$ cat config.mk
export PLATFORM = sky130hd
export DESIGN_NAME = ring_trip_detector
export DESIGN_NICKNAME = d
export VERILOG_FILES = /design/src/rtl/rtp_pkg.sv /design/src/rtl/rtp_datapath.sv /design/src/rtl/rtp_control.sv /design/src/rtl/ring_trip_detector.sv
export SDC_FILE = /design/constraint.sdc
export NUM_CORES = 1
export LEC_CHECK = 0
export BUFFER_PORTS_ARGS = -buffer_cell sky130_fd_sc_hd__buf_2
export CORE_UTILIZATION = 26
export DETAILED_ROUTE_END_ITERATION = 10
export PLACE_DENSITY_LB_ADDON = 0.12
export SYNTH_ARGS = -nofsm -noshare
export SYNTH_HDL_FRONTEND = slang
export SYNTH_HIERARCHICAL = 1
export SYNTH_SLANG_ARGS = --single-unit
$ cat constraint.sdc
create_clock -name clk -period 22.9 [get_ports clk]
set_clock_uncertainty 0.05 [all_clocks]
set_input_delay 4.58 -clock clk [delete_from_list [all_inputs] [get_ports clk]]
set_output_delay 4.58 -clock clk [all_outputs]
set_load 0.005 [all_outputs]
$ cat src/rtl/rtp_pkg.sv
package rtp_pkg;
  // Strobes from control to datapath
  typedef struct packed {
    logic step;   // advance the filter by one sample
    logic flush;  // empty the filter (ringing is off)
  } rtpStrobe_t;
endpackage

$ cat src/rtl/rtp_datapath.sv
module rtp_datapath
  import rtp_pkg::*;
#(
  parameter int SAMPLE_W = 16,
  parameter int COEF_W   = 8
) (
  input  logic                clk,
  input  logic                rst,
  input  rtpStrobe_t          strb,
  input  logic [SAMPLE_W-1:0] sampleData,
  input  logic [COEF_W-1:0]   filtCoef,
  input  logic [SAMPLE_W-1:0] tripThresh,
  output logic [SAMPLE_W-1:0] filtOut,
  output logic                aboveNext
);
  localparam int DIFF_W = SAMPLE_W + 1;
  localparam int PROD_W = DIFF_W + COEF_W + 1;

  logic [SAMPLE_W-1:0]      filtAcc;
  logic signed [DIFF_W-1:0] diff;
  logic signed [PROD_W-1:0] diffExt;
  logic signed [PROD_W-1:0] coefExt;
  logic signed [PROD_W-1:0] prod;
  logic signed [PROD_W-1:0] stepVal;
  logic signed [PROD_W-1:0] sumExt;
  logic [SAMPLE_W-1:0]      filtNext;

  always_comb begin
    diff     = $signed({1'b0, sampleData}) - $signed({1'b0, filtAcc});
    diffExt  = PROD_W'(diff);
    coefExt  = $signed({{(PROD_W-COEF_W){1'b0}}, filtCoef});
    prod     = diffExt * coefExt;
    stepVal  = prod >>> COEF_W;
    sumExt   = $signed({{(PROD_W-SAMPLE_W){1'b0}}, filtAcc}) + stepVal;
    filtNext = sumExt[SAMPLE_W-1:0];
  end

  always_ff @(posedge clk) begin
    if (rst || strb.flush) begin
      filtAcc <= '0;
    end else if (strb.step) begin
      filtAcc <= filtNext;
    end
  end

  assign filtOut   = filtAcc;
  assign aboveNext = filtNext > tripThresh;

  AST_FILT_IN_RANGE: assert property (@(posedge clk) disable iff (rst)
    strb.step |-> (sumExt >= 0 && sumExt[PROD_W-1:SAMPLE_W] == '0));
  AST_FILT_HOLD: assert property (@(posedge clk) disable iff (rst)
    (!strb.step && !strb.flush) |=> $stable(filtAcc));
  AST_FLUSH_ZERO: assert property (@(posedge clk) disable iff (rst)
    strb.flush |=> (filtAcc == '0));
endmodule

$ cat src/rtl/rtp_control.sv
module rtp_control
  import rtp_pkg::*;
#(
  parameter int DEB_W = 7
) (
  input  logic             clk,
  input  logic             rst,
  input  logic             ringActive,
  input  logic             sampleValid,
  input  logic             aboveNext,
  input  logic [DEB_W-1:0] debounceLen,
  input  logic             irqEnable,
  input  logic             statusClear,
  output rtpStrobe_t       strb,
  output logic             tripLevel,
  output logic             tripStatus,
  output logic             tripIrq
);
  logic [DEB_W-1:0] debCnt;
  logic             debLevel;
  logic             windowDone;
  logic             riseNow;
  logic             tripLatched;

  always_comb begin
    strb.step  = ringActive && sampleValid;
    strb.flush = !ringActive;
  end

  assign windowDone = debCnt >= debounceLen;
  assign riseNow    = strb.step && aboveNext && !debLevel && windowDone;

  // Symmetric hold-until-opposite debouncer
  always_ff @(posedge clk) begin
    if (rst || strb.flush) begin
      debCnt   <= '0;
      debLevel <= 1'b0;
    end else if (strb.step) begin
      if (aboveNext == debLevel) begin
        debCnt <= '0;
      end else if (windowDone) begin
        debLevel <= ~debLevel;
        debCnt   <= '0;
      end else begin
        debCnt <= debCnt + 1'b1;
      end
    end
  end

  // Sticky status, doubling as the pending interrupt flag
  always_ff @(posedge clk) begin
    if (rst) begin
      tripLatched <= 1'b0;
    end else if (riseNow) begin
      tripLatched <= 1'b1;
    end else if (statusClear) begin
      tripLatched <= 1'b0;
    end
  end

  assign tripLevel  = debLevel;
  assign tripStatus = tripLatched;
  assign tripIrq    = tripLatched && irqEnable;

  AST_IDLE_LEVEL_LOW: assert property (@(posedge clk) disable iff (rst)
    !ringActive |=> !tripLevel);
  AST_HOLD_NO_STROBE: assert property (@(posedge clk) disable iff (rst)
    (ringActive && !sampleValid) |=> $stable(tripLevel));
  AST_STATUS_STICKY: assert property (@(posedge clk) disable iff (rst)
    (tripStatus && !statusClear) |=> tripStatus);
  AST_RISE_LATCHES: assert property (@(posedge clk) disable iff (rst)
    $rose(tripLevel) |-> tripStatus);
  AST_FALL_NEEDS_CLEAR: assert property (@(posedge clk) disable iff (rst)
    $fell(tripStatus) |-> $past(statusClear));
endmodule

$ cat src/rtl/ring_trip_detector.sv
module ring_trip_detector
  import rtp_pkg::*;
#(
  parameter int SAMPLE_W = 16,
  parameter int COEF_W   = 8,
  parameter int DEB_W    = 7
) (
  input  logic                clk,
  input  logic                rst,
  input  logic                ringActive,
  input  logic                sampleValid,
  input  logic [SAMPLE_W-1:0] sampleData,
  input  logic [COEF_W-1:0]   filtCoef,
  input  logic [SAMPLE_W-1:0] tripThresh,
  input  logic [DEB_W-1:0]    debounceLen,
  input  logic                irqEnable,
  input  logic                statusClear,
  output logic [SAMPLE_W-1:0] filtOut,
  output logic                tripLevel,
  output logic                tripStatus,
  output logic                tripIrq
);
  rtpStrobe_t strb;
  logic       aboveNext;

  rtp_control #(.DEB_W(DEB_W)) uCtrl (
    .clk(clk), .rst(rst), .ringActive(ringActive), .sampleValid(sampleValid),
    .aboveNext(aboveNext), .debounceLen(debounceLen), .irqEnable(irqEnable),
    .statusClear(statusClear), .strb(strb), .tripLevel(tripLevel),
    .tripStatus(tripStatus), .tripIrq(tripIrq)
  );

  rtp_datapath #(.SAMPLE_W(SAMPLE_W), .COEF_W(COEF_W)) uData (
    .clk(clk), .rst(rst), .strb(strb), .sampleData(sampleData),
    .filtCoef(filtCoef), .tripThresh(tripThresh), .filtOut(filtOut),
    .aboveNext(aboveNext)
  );
endmodule

==> out/results.tsv <==
stage	metric	value	unit
status	status	completed	
grt	grt_pass1_wl	33.6	mm
yosys	ys_warn_count	6	
timing	fmax	0.0660	GHz
yosys	synth-seq-cells	25	
timing	final.min_clock_period	15.15	ns
critical_path	cp-end-kind	flip-flop	
floorplanning	ios	72	
cts	worstSkewPairLatency	0.28	ns
cts	cts_sinks	25	
timing	finalSetupViolations	0	
finish	area_growth	11.0	%
cts	cts_hold_buf	0	
critical_path	critPathMaxFanout	8	
yosys	ys_top_cells_by_area	fa_1, ha_1, inv_1	
finish	antenna_cells	0	
yosys	synth_edf_count	0	
timing	fin_setup_tns	0	ns
critical_path	r2r_slack	11.71	ns
cts	cts_inserted_buffers	3	
critical_path	crit_required	23.05	ns
grt	grtUsageTotal	14.0	%
critical_path	cp.buffers_inverters	7	
yosys	syn-cell-area	7660	µm²
floorplanning	dieWidth	174	µm
place	dp_slack	7.45	ns
timing	finalHoldViolCount	0	
routing	drt_iter0_markers	197	
floorplanning	die_h	174	µm
critical_path	cpMostUsedCell	inv_1	
finish	nets	1239	
cts	ctsRootBufferMaster	clkbuf_16	
floorplanning	initial_core_util	26.6	%
place	dpl-instance-area	8430	µm²
flow_run	drv_cap	0	
routing	drt.antenna.violating_nets	0	
timing	worstMarginPinSlew	1.05	ns
routing	drc	0	
floorplanning	row_count	62	
critical_path	startpoint_type	primary input	
cts	post_cts_buffers	0	
timing	drv_slew	0	
cts	cts_tree	yes	
routing	wl_per_cell	15.0	µm
cts	cts-resized-gates	0	
routing	avgViaCountPerCell	4.43	
grt	grt.overflow.total	0	
critical_path	critPathKind	primary input to flip-flop	
finish	final_area	8510	µm²
yosys	async_reset_ff_share	0	%
finish	layout-drive-gt1-share	10.4	%
yosys	synthDistinctLibCells	62	
yosys	syn_inst	926	
timing	layout_setup_ws	7.75	ns
yosys	syn_nets	1182	
critical_path	crit_family	compound AO/OA/AOI/OAI gates	
yosys	synth_ff_type	dfxtp_1	
cts	htreeDepth	1	
yosys	yosys.area.top_type	fa_1	
cts	path_clk_slew	0.07	ns
timing	slew_headroom	30.2	%
routing	dr.pass1.iters	4	
hold_path	hold_class	flip-flop to flip-flop	
place	gp_congestion	0.779	
grt	grt_antenna_before_repair	0	
critical_path	critPathArrivalTime	15.31	ns
timing	period_share	66.2	%
routing	num_vias	6045	
timing	rsz0062_at_grt	false	
yosys	ys_seq_area_share	6.53	%
grt	grt_pass1_vias	6124	
place	dpl.hpwl	17.3	mm
place	numPortBuffers	71	
floorplanning	die-area	30200	µm²
critical_path	slowest_delay	0.54	ns
cts	clockBufferDepth	2	
floorplanning	coreArea	28900	µm²
grt	grt_max_degree	25	
yosys	synth_top_area_share	27.2	%
yosys	avgSynthCellArea	8.28	µm²
routing	wl	20.5	mm
critical_path	cp_slowest_cell	or4_1	
[per-layer routing]
| metal | vias up | share of wire, % | track usage, % |
|---|---|---|---|
| li1 | 3066 | - | - |
| met1 | 2921 | 50 | 20.0 |
| met2 | 52 | 48 | 23.7 |
| met3 | 6 | 1.5 | 1.47 |
| met4 | 0 | 0.42 | 0.877 |
| met5 | - | 0 | 0 |
[logic make-up (layout without fill, tap and decap cells)]
family                   count (synthesis)  in the layout  synth area share, %
buffers and inverters                  219            275                 10.7
multiplexers                            21             21                 2.82
AND/OR/NAND/NOR                        281            281                 18.7
flip-flops                              25             25                 6.53
AO/OA/AOI/OAI                          135            135                 12.9
adder cells (fa/ha/maj)                203            203                 43.3
XOR/XNOR                                42             42                 4.98
[layout make-up]
cell class	instances	area [µm²]
clock buffers	3	75.1
inverters	200	751
fillers	3253	20300
well taps	384	480
clock inverters	1	5.00
flip-flops and latches	25	500
multi-input cells	682	6340
repair buffers	71	355
[state kept, by name (all words and copies together), names as in the netlist]
signal / flops
uCtrl/debCnt: 7
uData/filtOut: 16
uCtrl/tripStatus: 1
uCtrl/tripLevel: 1
[cells in the final DEF (no fill, tap or decap), drive strengths merged, types with 4 or more instances in the layout]
cell	synthesis	layout
nor2b	13	13
nand2	87	87
and2	58	58
nor2	50	50
mux2	5	5
a21o	18	18
and3b	5	5
fa	104	104
o21a	14	14
a211oi	7	7
a21boi	5	5
mux2i	16	16
inv	200	200
nand2b	18	18
ha	99	99
a21oi	29	29
nand4	5	5
xnor2	27	27
nor3	5	5
xor2	14	14
dfxtp	25	25
buf	1	71
nand3	11	11
or2	6	6
o21ai	23	23
and3	7	7
a31oi	10	10
nand3b	4	4
[synthesized netlist by cell type, types with 5 or more instances]
library cell and instances:
inv_1 200, fa_1 104, ha_1 99, nand2_1 86, and2_1 56, nor2_1 50, a21oi_1 27, xnor2_1 27
dfxtp_1 25, o21ai_0 21, a21o_1 18, clkbuf_1 18, nand2b_1 18, mux2i_1 16, o21a_1 14, xor2_1 14
nor2b_1 13, nand3_1 11, a31oi_1 9, a211oi_1 7, and3_1 7, or2_2 6, and3b_1 5, mux2_2 5
nand4_1 5, nor3_1 5
[metrics by stage]
step           instances  hold WS (ns)  utilization, %
2_1_floorplan        926         0.393               -
3_3_place_gp        1362         0.421            29.2
3_5_place_dp        1362         0.428            29.2
4_1_cts             1366         0.443            29.5
5_1_grt             1366         0.474            29.5
6_report            1366         0.446            29.5
[worst paths after layout]
| path | from | to | cells past startpoint |
|---|---|---|---|
| min | uCtrl/debCnt[6] | uCtrl/debCnt[6] | 1 |
| max | sampleData[0] | uCtrl/debCnt[6] | 45 |
| max reg2reg | uData/filtOut[1] | uCtrl/debCnt[6] | 44 |
| min reg2reg | uCtrl/debCnt[6] | uCtrl/debCnt[6] | 1 |
[worst register-to-register path: cells and delay by family (launching register included)]
kind	cells	cell delay, ns
AO/OA/AOI/OAI	18	4.28
adder cells (fa/ha/maj)	8	3.24
AND/OR/NAND/NOR	10	2.03
XOR/XNOR	3	0.74
buffers and inverters	5	0.40
flip-flops	1	0.38
Power is left out: the tool's default activity adds up to more than one toggle a clock period on the data nets, which glitch-free logic cannot reach.
